==> src/rtl/bcs_pkg.sv <==
package bcs_pkg;
  // beat index width: longest burst is 8 beats
  localparam int BEAT_W = 3;
  localparam int LEN_W  = 2;

  // strobes from control to datapath
  typedef struct packed {
    logic              load;    // capture a new start column
    logic [BEAT_W-1:0] beat;    // index of the beat in flight
    logic [LEN_W-1:0]  lenLog;  // log2 of the captured burst length
    logic              ilv;     // interleaved order when set
  } seqStrobe_t;
endpackage

==> src/rtl/bcs_ctrl.sv <==
module bcs_ctrl
  import bcs_pkg::*;
#(
  parameter int ADDR_W = 13
) (
  input  logic              clk,
  input  logic              rstN,
  input  logic              mrsValid,
  input  logic [ADDR_W-1:0] mrsAddr,
  input  logic [1:0]        mrsBank,
  input  logic              startValid,
  output seqStrobe_t        strb,
  output logic              beatValid,
  output logic              lastBeat,
  output logic [2:0]        casHalfCycles,
  output logic              casValid,
  output logic              cfgError
);
  localparam int HI_LO = 9;

  logic [LEN_W-1:0]  decLen;
  logic              lenOk, latOk, opOk, mrsHit, startAcc;
  logic [2:0]        decLat;
  logic [LEN_W-1:0]  cfgLen, curLen;
  logic              cfgIlv, curIlv, active;
  logic [BEAT_W-1:0] beat, lastIdx;

  // field decode of the mode write
  always_comb begin
    lenOk  = 1'b1;
    decLen = '0;
    case (mrsAddr[2:0])
      3'b001:  decLen = 2'd1;
      3'b010:  decLen = 2'd2;
      3'b011:  decLen = 2'd3;
      default: lenOk  = 1'b0;
    endcase
    latOk  = 1'b1;
    decLat = 3'd0;
    case (mrsAddr[6:4])
      3'b010:  decLat = 3'd4;
      3'b110:  decLat = 3'd5;
      default: latOk  = 1'b0;
    endcase
    opOk = (mrsAddr[ADDR_W-1:HI_LO] == '0) && !mrsAddr[7];
  end

  assign mrsHit   = mrsValid && (mrsBank == 2'b00);
  assign startAcc = startValid && casValid;
  assign lastIdx  = BEAT_W'((4'd1 << curLen) - 4'd1);

  always_ff @(posedge clk) begin
    if (!rstN) begin
      casValid      <= 1'b0;
      cfgError      <= 1'b0;
      cfgLen        <= '0;
      cfgIlv        <= 1'b0;
      casHalfCycles <= '0;
    end else if (mrsHit) begin
      if (lenOk && latOk && opOk) begin
        casValid      <= 1'b1;
        cfgError      <= 1'b0;
        cfgLen        <= decLen;
        cfgIlv        <= mrsAddr[3];
        casHalfCycles <= decLat;
      end else begin
        casValid <= 1'b0;
        cfgError <= 1'b1;
      end
    end
  end

  always_ff @(posedge clk) begin
    if (!rstN) begin
      active <= 1'b0;
      beat   <= '0;
      curLen <= 2'd1;
      curIlv <= 1'b0;
    end else if (startAcc) begin
      active <= 1'b1;
      beat   <= '0;
      curLen <= cfgLen;
      curIlv <= cfgIlv;
    end else if (active) begin
      if (beat == lastIdx) active <= 1'b0;
      else                 beat   <= beat + 1'b1;
    end
  end

  assign strb.load   = startAcc;
  assign strb.beat   = beat;
  assign strb.lenLog = curLen;
  assign strb.ilv    = curIlv;
  assign beatValid   = active;
  assign lastBeat    = active && (beat == lastIdx);

  a_r9_last_in_burst: assert property (@(posedge clk) disable iff (!rstN)
    lastBeat |-> beatValid);
  a_r9_start_first: assert property (@(posedge clk) disable iff (!rstN)
    (startValid && casValid) |=> (beatValid && !lastBeat));
  a_r9_end_after_last: assert property (@(posedge clk) disable iff (!rstN)
    (lastBeat && !startValid) |=> !beatValid);
  a_r9_no_gap: assert property (@(posedge clk) disable iff (!rstN)
    (beatValid && !lastBeat) |=> beatValid);
  a_r6_refuse_start: assert property (@(posedge clk) disable iff (!rstN)
    (!casValid && !beatValid && startValid) |=> !beatValid);
  a_r5_flags_exclusive: assert property (@(posedge clk) disable iff (!rstN)
    !(casValid && cfgError));
  a_r4_latency_range: assert property (@(posedge clk) disable iff (!rstN)
    casValid |-> (casHalfCycles == 3'd4 || casHalfCycles == 3'd5));
  a_r1_other_bank: assert property (@(posedge clk) disable iff (!rstN)
    (mrsValid && mrsBank != 2'b00) |=>
      ($stable(casHalfCycles) && $stable(casValid) && $stable(cfgError)));
endmodule

==> src/rtl/bcs_dpath.sv <==
module bcs_dpath
  import bcs_pkg::*;
#(
  parameter int COL_W = 10
) (
  input  logic             clk,
  input  logic             rstN,
  input  logic [COL_W-1:0] startCol,
  input  seqStrobe_t       strb,
  output logic [COL_W-1:0] colOut
);
  logic [COL_W-1:0] baseCol, lowMask, beatExt, offs;

  always_ff @(posedge clk) begin
    if (!rstN)          baseCol <= '0;
    else if (strb.load) baseCol <= startCol;
  end

  always_comb begin
    lowMask = COL_W'((32'd1 << strb.lenLog) - 32'd1);
    beatExt = COL_W'(strb.beat);
    offs    = strb.ilv ? (baseCol ^ beatExt) : (baseCol + beatExt);
    colOut  = (baseCol & ~lowMask) | (offs & lowMask);
  end

  a_r7_first_is_start: assert property (@(posedge clk) disable iff (!rstN)
    strb.load |=> (colOut == $past(startCol)));
  a_r7_block_fixed: assert property (@(posedge clk) disable iff (!rstN)
    !strb.load |=> ((colOut & ~lowMask) == ($past(colOut) & ~$past(lowMask))));
endmodule

==> src/rtl/burst_col_seq.sv <==
module burst_col_seq
  import bcs_pkg::*;
#(
  parameter int ADDR_W = 13,
  parameter int COL_W  = 10
) (
  input  logic              clk,
  input  logic              rstN,
  input  logic              mrsValid,
  input  logic [ADDR_W-1:0] mrsAddr,
  input  logic [1:0]        mrsBank,
  input  logic              startValid,
  input  logic [COL_W-1:0]  startCol,
  output logic [COL_W-1:0]  colOut,
  output logic              beatValid,
  output logic              lastBeat,
  output logic [2:0]        casHalfCycles,
  output logic              casValid,
  output logic              cfgError
);
  seqStrobe_t strb;

  bcs_ctrl #(.ADDR_W(ADDR_W)) uCtrl (
    .clk(clk), .rstN(rstN), .mrsValid(mrsValid), .mrsAddr(mrsAddr),
    .mrsBank(mrsBank), .startValid(startValid), .strb(strb),
    .beatValid(beatValid), .lastBeat(lastBeat),
    .casHalfCycles(casHalfCycles), .casValid(casValid), .cfgError(cfgError)
  );

  bcs_dpath #(.COL_W(COL_W)) uDp (
    .clk(clk), .rstN(rstN), .startCol(startCol), .strb(strb), .colOut(colOut)
  );
endmodule

==> config.mk <==
export PLATFORM = sky130hd
export DESIGN_NAME = burst_col_seq
export DESIGN_NICKNAME = d
export VERILOG_FILES = /design/src/rtl/bcs_pkg.sv /design/src/rtl/bcs_ctrl.sv /design/src/rtl/bcs_dpath.sv /design/src/rtl/burst_col_seq.sv
export SDC_FILE = /design/constraint.sdc
export NUM_CORES = 1
export LEC_CHECK = 0
export BUFFER_PORTS_ARGS = -buffer_cell sky130_fd_sc_hd__buf_2
export CAP_MARGIN = 30
export CORE_ASPECT_RATIO = 1.75
export CORE_MARGIN = 1.5
export CORE_UTILIZATION = 54
export CTS_CLUSTER_SIZE = 12
export DETAILED_ROUTE_END_ITERATION = 12
export GPL_TIMING_DRIVEN = 0
export PLACE_DENSITY_LB_ADDON = 0.1
export SETUP_SLACK_MARGIN = 0.5
export SLEW_MARGIN = 0
export SYNTH_ARGS = -nofsm -noshare
export SYNTH_HDL_FRONTEND = slang
export SYNTH_SLANG_ARGS = --single-unit
==> constraint.sdc <==
create_clock -name clk -period 3.2 [get_ports clk]
set_clock_uncertainty 0.2 [all_clocks]
set_input_delay 0.64 -clock clk [delete_from_list [all_inputs] [get_ports clk]]
set_output_delay 0.64 -clock clk [all_outputs]
set_load 0.03 [all_outputs]
* Word level (Yosys, flattened, before mapping)
Cells that the tools add are included.
Widths: inputs -> output; s select.
** Word-level totals
- Flip-flop bits (word level) :: 25
- Memories kept :: 0
- Bits in writable memories :: 0
- Bits of input ports :: 29
- Logic and storage cells :: 53
- Latch bits :: 0
- ROM bits :: 0
** Operators by class
- $add $sub $neg :: 4
- Divide/modulo/power cells :: 0
- Order comparisons :: 0
- Equal/unequal tests :: 6
- Shift operators :: 2
- Muxes and demuxes :: 10
- $mul :: 0
- Bitwise gates (word level) :: 7
- Reduce and logical (&&, ||, !) cells :: 14
** Operators with widths (count)
- $and 10x10->10 :: 2
- $add 10x3->10 :: 1
- $mux 10 :: 1
- $not 10->10 :: 1
- $or 10x10->10 :: 1
- $shl 1x2->10 const A :: 1
- $sub 10x1->10 const B :: 1
- $xor 10x3->10 :: 1
- $eq 3x2->1 const B :: 3
- $mux 1 :: 7
- $logic_and 1x1->1 :: 6
- $pmux 2 s3 :: 1
- $pmux 3 s2 :: 1
- $logic_not 4->1 :: 1
- $reduce_and 2->1 :: 2
- $reduce_or 2->1 :: 2
- $add 3x1->3 const B :: 1
- $eq 3x1->1 const B :: 1
- $eq 3x3->1 :: 1
- $eq 3x3->1 const B :: 1
- $reduce_or 3->1 :: 1
- $shl 1x2->3 const A :: 1
- $sub 3x1->3 const B :: 1
- $logic_not 2->1 :: 1
- other kinds (2) :: 3

* Longest topological paths before layout
Gate-level depths: netlist of run 1.
- Word-level depth :: 6
- Depth in mapped cells :: 6
- Depth with buffers taken out :: 6

* By module
A second synthesis of run 1 with hierarchy kept.
** Second synthesis, totals
- Cell total of the unflattened synthesis :: 147
- Area total of the unflattened synthesis :: 1398.8 µm²
** Modules (own cells, without submodules)
- bcs_ctrl :: times used 1, sequential area each 280.3 µm², cells each 77, area an instance 700.7 µm²
- bcs_dpath :: times used 1, sequential area each 200.2 µm², cells each 70, area an instance 698.2 µm²

* Worst setup path after synthesis of run 1
OpenSTA, ideal clock, no wires.
- Path type :: register to output
- Start :: register uCtrl.curLen[1]
- End :: output port lastBeat
- Path buffers :: 1
- Data arrival time :: 1.910 ns
- Stages on the path, launching flop included :: 6
- Required time :: 2.360 ns
- Slack :: 0.450 ns
- Cells stage by stage :: dfxtp_1 > buf_4 > or2_2 > ha_1 > xnor2_1 > nor3_1
** Between the ends
- Cells in the longest elaborated chain, start to end :: 4
** RTL lines
- start, declared :: RTL line bcs_ctrl.sv:24 : logic [LEN_W-1:0] cfgLen, curLen;
- start signal, assigned :: RTL line bcs_ctrl.sv:82 : curLen <= cfgLen;
- $shl 1x2->3 :: RTL line bcs_ctrl.sv:50 : assign lastIdx = BEAT_W'((4'd1 << curLen) - 4'd1);
- $sub 3x1->3 :: RTL line bcs_ctrl.sv:50
- $eq 3x3->1 :: RTL line bcs_ctrl.sv:95 : assign lastBeat = active && (beat == lastIdx);
- $logic_and 1x1->1 :: RTL line bcs_ctrl.sv:95
- end, declared :: RTL line burst_col_seq.sv:16 : output logic lastBeat,
No other way between the ends.

* Worst setup path after layout of run 1
- Start :: register uDp.baseCol[0]
- End :: output port colOut[6]
** Between the ends
- Cells in the longest elaborated chain, start to end :: 4
** RTL lines
- start, declared :: RTL line bcs_dpath.sv:12 : logic [COL_W-1:0] baseCol, lowMask, beatExt, offs;
- start signal, assigned :: RTL line bcs_dpath.sv:16 : else if (strb.load) baseCol <= startCol;
- $add 10x3->10 :: RTL line bcs_dpath.sv:22 : offs = strb.ilv ? (baseCol ^ beatExt) : (baseCol + beatExt);
- $mux 10 :: RTL line bcs_dpath.sv:22
- $and 10x10->10 :: RTL line bcs_dpath.sv:23 : colOut = (baseCol & ~lowMask) | (offs & lowMask);
- $or 10x10->10 :: RTL line bcs_dpath.sv:23
- end, declared :: RTL line burst_col_seq.sv:14 : output logic [COL_W-1:0] colOut,
No other way between the ends.

==> impl.org, run 1 <==
** Synth
- Synthesized net count :: 196
- Top cell type's share of synthesized area :: between 30% and 40%
- The most common cell in the synthesized netlist is sky130_fd_sc_hd__nand2_1.
- After technology mapping, the gate count stands at 160.
- Averaged over all synthesized cells, the footprint is about 9.0 um2.
- Top FF cell, synth :: sky130_fd_sc_hd__dfxtp_1
- Counting flops with a built-in enable in the synthesized netlist gives 0.
- Share of flip-flops with an asynchronous set or reset :: 0%
- Most frequent cells after synthesis :: sky130_fd_sc_hd__nand2_1 (32), sky130_fd_sc_hd__dfxtp_1 (24), sky130_fd_sc_hd__a21boi_0 (13)
- Most area-consuming cells after synthesis :: sky130_fd_sc_hd__dfxtp_1 (33%), sky130_fd_sc_hd__nand2_1 (8.4%), sky130_fd_sc_hd__a21boi_0 (6.8%)
- Most area-hungry cell type in the Yosys netlist :: sky130_fd_sc_hd__dfxtp_1
- Synth Register Bits :: 24
- Summing every instance area after synthesis gives between 0.001 and 0.0015 mm2.
- Register area share after synthesis :: 33.4%
- Synth cell types :: 47
- For this run, the number of Yosys warnings is 0.

** Placed design
- The count of buffers added on input and output ports is 43.
- The HPWL after detailed placement is between 2000 and 3000 um.
- At the end of routability-driven placement, the weighted congestion stood at approximately 0.77.

** Routing
- DR vias :: roughly 1300
- Post-route DRC violation count :: 0
- The first detailed-routing pass ran for 4 iterations.
- In the final routed layout, each cell accounts on average for 15.3 um.
- Count of nets left with antenna violations after detail routing :: 0
- Starting DRT DRC Count :: 26
- Wirelength, routed :: 3670 um
- Via/cell ratio :: 5.59

** Die
- Io pins :: 46
- The floorplan step defined a core boundary enclosing roughly 0.0025 mm2.
- For this configuration, the core starts out at a cell density of between 50% and 60%.
- From left edge to right edge, the die measures around 42 um.
- From bottom edge to top edge, the die measures between 70 and 80 um.
- Area enclosed by the die boundary :: 0.00299 mm2
- Number of rows in the core area :: 24

** Cells and area
- Area growth from synthesis to layout :: 35.3%
- In the final layout, the multi-input gates occupy 0.00101 mm2.
- Final net count :: 250
- Antenna diode count :: 0
- Seq. cell area :: 495 um2
- Fill count :: 190
- Fraction of final layout cells with drive strength greater than 1 :: 40.4%

** GRT
- After global routing, the most crowded layer is met2.
- For this run, the total global-route usage over all layers was measured as 25.9%.
- Routing usage on met1 :: about 23%
- Global routing used under 10% of the available met3 tracks.
- Met2 global-route usage :: 53.0%
- The first global-routing pass estimated about 6000 um of wire.
- GRT overflow :: 0
- Entering global routing, the biggest net connects 14 pins.
- Antenna violations before repair :: 0
- The via count of the first global-routing pass was 1446.

** Clocking
- Counting every sink on the clock net gives 24.
- CTS buffer count :: 3
- Clock tree from TritonCTS :: done
- CTS H-Tree Depth :: 1
- At the later pin of the worst-skew pair, clock insertion delay measures 270 ps.
- Clk slew on worst S/H paths :: 90 ps
- In this run the deepest clock path goes through 2 buffers.
- In this run the clock root is driven by a sky130_fd_sc_hd__clkbuf_8.

** Run
- The tool flagged a number of max-cap violations equal to 0.

** Critical path
- Crit Path Category :: reg -> out
- Signal arrival time at the worst endpoint :: 1920 ps
- Sort of element at the end of the critical path :: primary output
- STA classifies the critical path startpoint as a register.
- CP Max Fanout :: 3
- Worst path required time :: 2360 ps

** Pwr
- Fraction of power spent switching nets :: 21.5%
- The clock network is responsible for 38.1% of the overall power.
- P_int :: 427 uW
- Net switching power :: 117 uW
- Pwr dens :: 280 mW/mm2
- Combinational logic is responsible for 7.3% of the overall power.
- Share of power burned in registers :: 54.6%
- IR analysis of the VDD net gives a maximum drop of 0.000273 V.
- Leakage :: roughly 0.0008 uW

** Timing
- Min cycle time layout :: roughly 2800 ps
- For this run, the top clock speed supported by timing is approximately 0.36 GHz.
- Setup repair after global routing could not meet its margin everywhere.
- Fin. Hold Viols :: 0
- Summed over all failing endpoints, the final setup total negative slack is 0 ps.
- Final Hold Slack :: ~260 ps
- The count of final max-slew check failures is 0.
- Final worst path period share :: 86.2%
- Setup violations remaining at the end of the flow were counted as 0.

** Worst hold path
- The worst hold path belongs to the class reg -> reg.

** Run status
- The flow ran to the end, and the final reports show no timing, DRC or antenna violations.
[through the flow]
stage	cells	utilization [%]	power [uW]	cell area, um2	worst slack, ps
after floorplan	160	-	322	1460	551
after global placement	229	67.6	344	1700	444
after detailed placement	229	67.6	346	1700	392
after CTS	238	74.6	547	1880	465
after global routing	239	77.0	564	1940	369
final	239	77.0	544	1940	440
[cell usage in the layout (no fill, tap or decap), types with 2 or more instances in the layout]
cell type                  netlist  routed
sky130_fd_sc_hd__dfxtp_2         0       3
sky130_fd_sc_hd__xor2_1          4       4
sky130_fd_sc_hd__nor2b_1         3       3
sky130_fd_sc_hd__a211o_1         2       2
sky130_fd_sc_hd__inv_1           5       5
sky130_fd_sc_hd__ha_1            6       2
sky130_fd_sc_hd__nand3_2         0       2
sky130_fd_sc_hd__and2_1          3       2
sky130_fd_sc_hd__xnor2_1         5       2
sky130_fd_sc_hd__mux2i_1         3       3
sky130_fd_sc_hd__dfxtp_4         0       3
sky130_fd_sc_hd__clkbuf_1        7       7
sky130_fd_sc_hd__xnor2_2         0       3
sky130_fd_sc_hd__dfxtp_1        24      18
sky130_fd_sc_hd__o21ai_1         1       2
sky130_fd_sc_hd__nand2b_1        3       3
sky130_fd_sc_hd__or3b_1          3       3
sky130_fd_sc_hd__nor2_1          2       2
sky130_fd_sc_hd__buf_6           0       4
sky130_fd_sc_hd__nor3_2          0       2
sky130_fd_sc_hd__clkbuf_8        0       4
sky130_fd_sc_hd__ha_4            0       4
sky130_fd_sc_hd__nand3_1         5       3
sky130_fd_sc_hd__nand2_1        32      32
sky130_fd_sc_hd__o21ai_0         3       2
sky130_fd_sc_hd__buf_4           2      10
sky130_fd_sc_hd__a21oi_2         0       2
sky130_fd_sc_hd__buf_2           0      37
sky130_fd_sc_hd__a21boi_0       13      13
sky130_fd_sc_hd__a21boi_1        4       4
[path summary, 6_finish.rpt]
path | startpoint | endpoint | slack (ps) | depth (start not counted)
hold reg to reg | uCtrl.cfgLen[1] | uCtrl.cfgLen[1] | 260 | 2
setup reg to reg | uCtrl.curLen[1] | uCtrl.beat[0] | 1240 | 6
hold / removal | uCtrl.cfgLen[1] | uCtrl.cfgLen[1] | 260 | 2
setup / recovery | uDp.baseCol[0] | colOut[6] | 440 | 8
[worst max-delay path: stages (launching register included)]
cell and delay [ps]:
sky130_fd_sc_hd__dfxtp_2 370, sky130_fd_sc_hd__ha_4 150, sky130_fd_sc_hd__fa_2 200, sky130_fd_sc_hd__a21oi_2 60, sky130_fd_sc_hd__nor4b_2 270, sky130_fd_sc_hd__buf_4 190
sky130_fd_sc_hd__nand3_2 90, sky130_fd_sc_hd__xnor2_2 170, sky130_fd_sc_hd__buf_6 150
[power by group through the flow]
stage                     Clock (uW)  Sequential [uW]  Combinational, uW
after floorplan                    0              308               14.3
after global placement             0              306               37.9
after detailed placement           0              306               39.3
after CTS                        210              298               39.4
after global routing             225              297               42.3
final                            207              297               39.7
[sequential cells by signal (all words and copies together), names as in the netlist]
name,cells
uCtrl.beatValid,1
uCtrl.curLen,2
uCtrl.curIlv,1
uCtrl.beat,3
uCtrl.cfgLen,2
uCtrl.cfgError,1
uCtrl.cfgIlv,1
uCtrl.casValid,1
uDp.baseCol,10
uCtrl.casHalfCycles,2
[routing by layer]
| layer | share of wire (%) | routed length (um) |
|---|---|---|
| met1 | 35 | 1300 |
| met2 | 59 | 2170 |
| met3 | 2.6 | 96 |
| met4 | 2.9 | 105 |
| met5 | 0 | 0 |
[kinds of logic (layout without fill, tap and decap cells)]
kind of cell    count (synthesis)  in the layout  synth area share, %
simple gates                   65             65                 26.7
compound gates                 35             35                 20.1
mux                             4              4                 2.87
xor+xnor                        9              9                 5.49
flops                          24             24                 33.4
buf+inv                        15             68                 4.44
other cells                     1              1                0.261
fa+ha+maj                       7              7                 6.62
[what timing repair did]
item | 4_1_cts | 5_1_grt
hold buffers | 0 | 0
endpoints found under the setup margin | 7 | 6
pin swaps | 6 | 7
gates resized for setup | 24 | 12
endpoints found under the hold margin | 0 | 0
buffers inserted | 5 | 1
[cell type report]
| cell class | count | area share, % |
|---|---|---|
| Buffer | 10 | 2.51 |
| Multi-Input combinational cell | 121 | 51.8 |
| Tap cell | 26 | 1.67 |
| Clock buffer | 4 | 2.83 |
| Timing Repair Buffer | 49 | 14.7 |
| Inverter | 5 | 0.966 |
| Sequential cell | 24 | 25.5 |
Power figures use the tool's default switching activity.
==> run 2: changes to the inputs <==
==> constraint.sdc (replaced) <==
create_clock -name clk -period 3.2 [get_ports clk]
set_clock_uncertainty 0.2 [all_clocks]
set_input_delay 0.64 -clock clk [delete_from_list [all_inputs] [get_ports clk]]
set_output_delay 0.64 -clock clk [all_outputs]
set_load 0.005 [all_outputs]
==> run 2 against run 1 <==
Setup slack better by 120 ps. Critical path depth down 1. Sequential share of layout area rose by 1.0 points. Final cell count down 1.3%. Sequential cell count is the same. Core utilization decreased by 3.4 points. Global-route usage decreased by 2.0 points. Die area stayed put. Power decreased by 1.5%. Design area decreased by 4.4%.
==> impl.org, run 2 (same netlist as run 1, synthesis figures left out) <==
** Pwr
- Power spread over the standard cell area amounts to 288 mW/mm2.
- The worst-case IR drop observed on VDD is roughly 0.00023 V.
- Power Total :: around 540 uW
- Leakage :: a little under 0.0008 uW

** Timing
- Timing would allow up to around 0.38 GHz.
- Headroom to the max-slew limit came out at 65.3%.
- Fin. Hold Viols :: 0
- In the final timing run, aggregate negative setup slack is 0 ps.
- Setup repair after global routing could not meet its margin everywhere.
- Across all setup checks in the final design, the least slack found is 561 ps.
- The routed design could run at a clock period as short as 2640 ps.
- Worst slew pin tran :: between 500 and 600 ps
- The count of final max-slew check failures is 0.
- Final setup violating endpoints :: 0
- Final worst path period share :: 82.5%

** Clocking
- Number of clock sinks :: 24
- In this run the number of H-tree levels came out at 1.
- Clock tree synthesis inserted a total of 3 buffers.
- Clock tree root driver cell :: sky130_fd_sc_hd__clkbuf_8
- After clock tree synthesis, the clock-pin slew on the worst setup and hold paths is about 80 ps.
- Clock tree from TritonCTS :: done
- Insertion delay of the later-clocked pin in the worst-skew pair :: 260 ps
- Cts-stage hold buffer count :: 0
- The longest clock path from root to sink contains 2 buffers.

** Run
- Max-cap violation count :: 0

** Routing
- In the final routed layout, each cell accounts on average for about 15 um.
- Across all layers, the routed design uses 1300 vias.
- Via/cell ratio :: 5.51
- For this run, the detailed router's first-pass iteration total came to 4.
- WL met2 :: 2010 um
- In the final routing, the length of wire on met1 measures between 1000 and 1500 um.
- Wire length on met3 :: 68 um
- For this block, the initial DRC count from the detailed router was 19.
- The detail route stage leaves a number of antenna-violating nets equal to 0.
- For this run, design rule violations remaining after detail routing come to 0.
- Wires add up to 3420 um.
- The highest metal layer carrying signal wires in the routed design is met4.

** Critical path
- Sort of element at the end of the critical path :: primary output
- In this run the worst path has a maximum fanout of 3.
- The critical path is of the reg -> out type.
- Type of origin of the critical path :: register
- For the worst setup path, the data required time is 2360 ps.
- Data arrives at the worst endpoint at 1800 ps.

** Worst hold path
- The path class of the tightest hold or removal check is reg -> reg.

** Placed design
- Port buffering added 43 buffers.
- Setup WS pre-CTS :: ~540 ps
- Number of placed instances with taps included :: 229
- Gpl congestion :: 0.825
- Post-detail-place hpwl :: 2580 um

** GRT
- Summed over all layers, the global routing overflow is 0.
- Antenna violations before repair :: 0
- Maximum number of pins on one net before global-route repair :: 14
- Combined global-route utilization of all metal layers :: 23.9%
- Wire length of the first global-routing pass :: 5640 um
- The via count of the first global-routing pass came to 1378.

** Die
- CORE AREA :: between 0.002 and 0.003 mm2
- During I/O placement, the number of pins put on the boundary was between 40 and 50.
- The floorplan step set the die height to between 70 and 80 um.
- Number of rows in the core area :: 24
- Die width :: 42.0 um
- For this configuration, the core starts out at a cell density of 56.9%.
- Area enclosed by the die boundary :: 0.00299 mm2

** Cells and area
- Leaving out fill and tap cells, the most frequent cells in the layout are sky130_fd_sc_hd__buf_2 (43), sky130_fd_sc_hd__nand2_1 (32), sky130_fd_sc_hd__dfxtp_1 (20), sky130_fd_sc_hd__a21boi_0 (13), sky130_fd_sc_hd__clkbuf_1 (7).
- Ranked by flip-flop count, first place goes to uDp.baseCol.
- The net count of the finished layout is 247.
- Cells fill 73.7% of the core in the end.
- For this run, the number of standard cells in the final layout without fillers is 236.
- Of the cells placed in the final design, the portion with a size suffix greater than 1 is a little over a third.
- Flip-flop count of the largest register, all copies and words added :: 10
- The largest registers in the layout are uDp.baseCol: 10 flops, uCtrl.beat: 3 flops.
- Relative to the synthesized area, the layout overhead comes to 29.4%.
- The library cell used most frequently in the layout, excluding fill and tap cells, is sky130_fd_sc_hd__buf_2.
- Antenna diode count :: 0

** Run status
- The run finished with clean final reports.
==> run 2: cell count changes in the layout (fill, tap and decap cells not counted), sizes merged <==
cell  before  now
buf       52   49
==> run 2: worst max-delay path, stage by stage (launching register included) <==
cell and delay [ps]:
sky130_fd_sc_hd__dfxtp_4 370, sky130_fd_sc_hd__ha_4 160, sky130_fd_sc_hd__fa_2 350, sky130_fd_sc_hd__a21oi_2 190
sky130_fd_sc_hd__nor4b_4 80, sky130_fd_sc_hd__buf_4 140, sky130_fd_sc_hd__xor2_1 130, sky130_fd_sc_hd__buf_2 130
==> run 2: final cells by class <==
type                    count  area, um2
multi-input cells         121        976
fillers                   206        664
flip-flops and latches     24        493
repair buffers             46        238
clock buffers               4       55.1
plain buffers              10       45.0
well taps                  26       32.5
inverters                   5       18.8
==> run 2: final timing paths <==
| path | depth (start not counted) | to | startpoint | slack (ps) |
|---|---|---|---|---|
| min reg2reg | 2 | uCtrl.cfgLen[1] | uCtrl.cfgLen[1] | 260 |
| min | 2 | uCtrl.cfgLen[1] | uCtrl.cfgLen[1] | 260 |
| max | 7 | colOut[4] | uDp.baseCol[0] | 560 |
| max reg2reg | 6 | uCtrl.beat[0] | uCtrl.curLen[1] | 1130 |
==> run 2: per-layer routing <==
layer,track usage [%],vias up
met5,0,-
met4,11.5,0
met3,1.51,6
met2,47.2,24
met1,24.2,621
li1,-,649
==> run 2: where the power goes <==
group | switching [uW] | leakage, uW | internal (uW) | total, uW
Sequential | 0.437 | 0.000196 | 296 | 297
Clock | 91.7 | 0.0000288 | 110 | 201
Combinational | 16.6 | 0.000560 | 20.4 | 37.1
Total | 109 | 0.000785 | 427 | 535
==> run 2: repair_timing <==
item	in CTS	in global routing
pin swaps	3	3
setup buffers	2	1
endpoints found under the setup margin	5	6
resized for setup	12	7
==> run 2: per-stage QoR <==
stage	hold WS, ps	area, um2
after floorplan	231	1440
after global placement	230	1680
after detailed placement	250	1680
after CTS	260	1810
after global routing	284	1860
final	258	1860
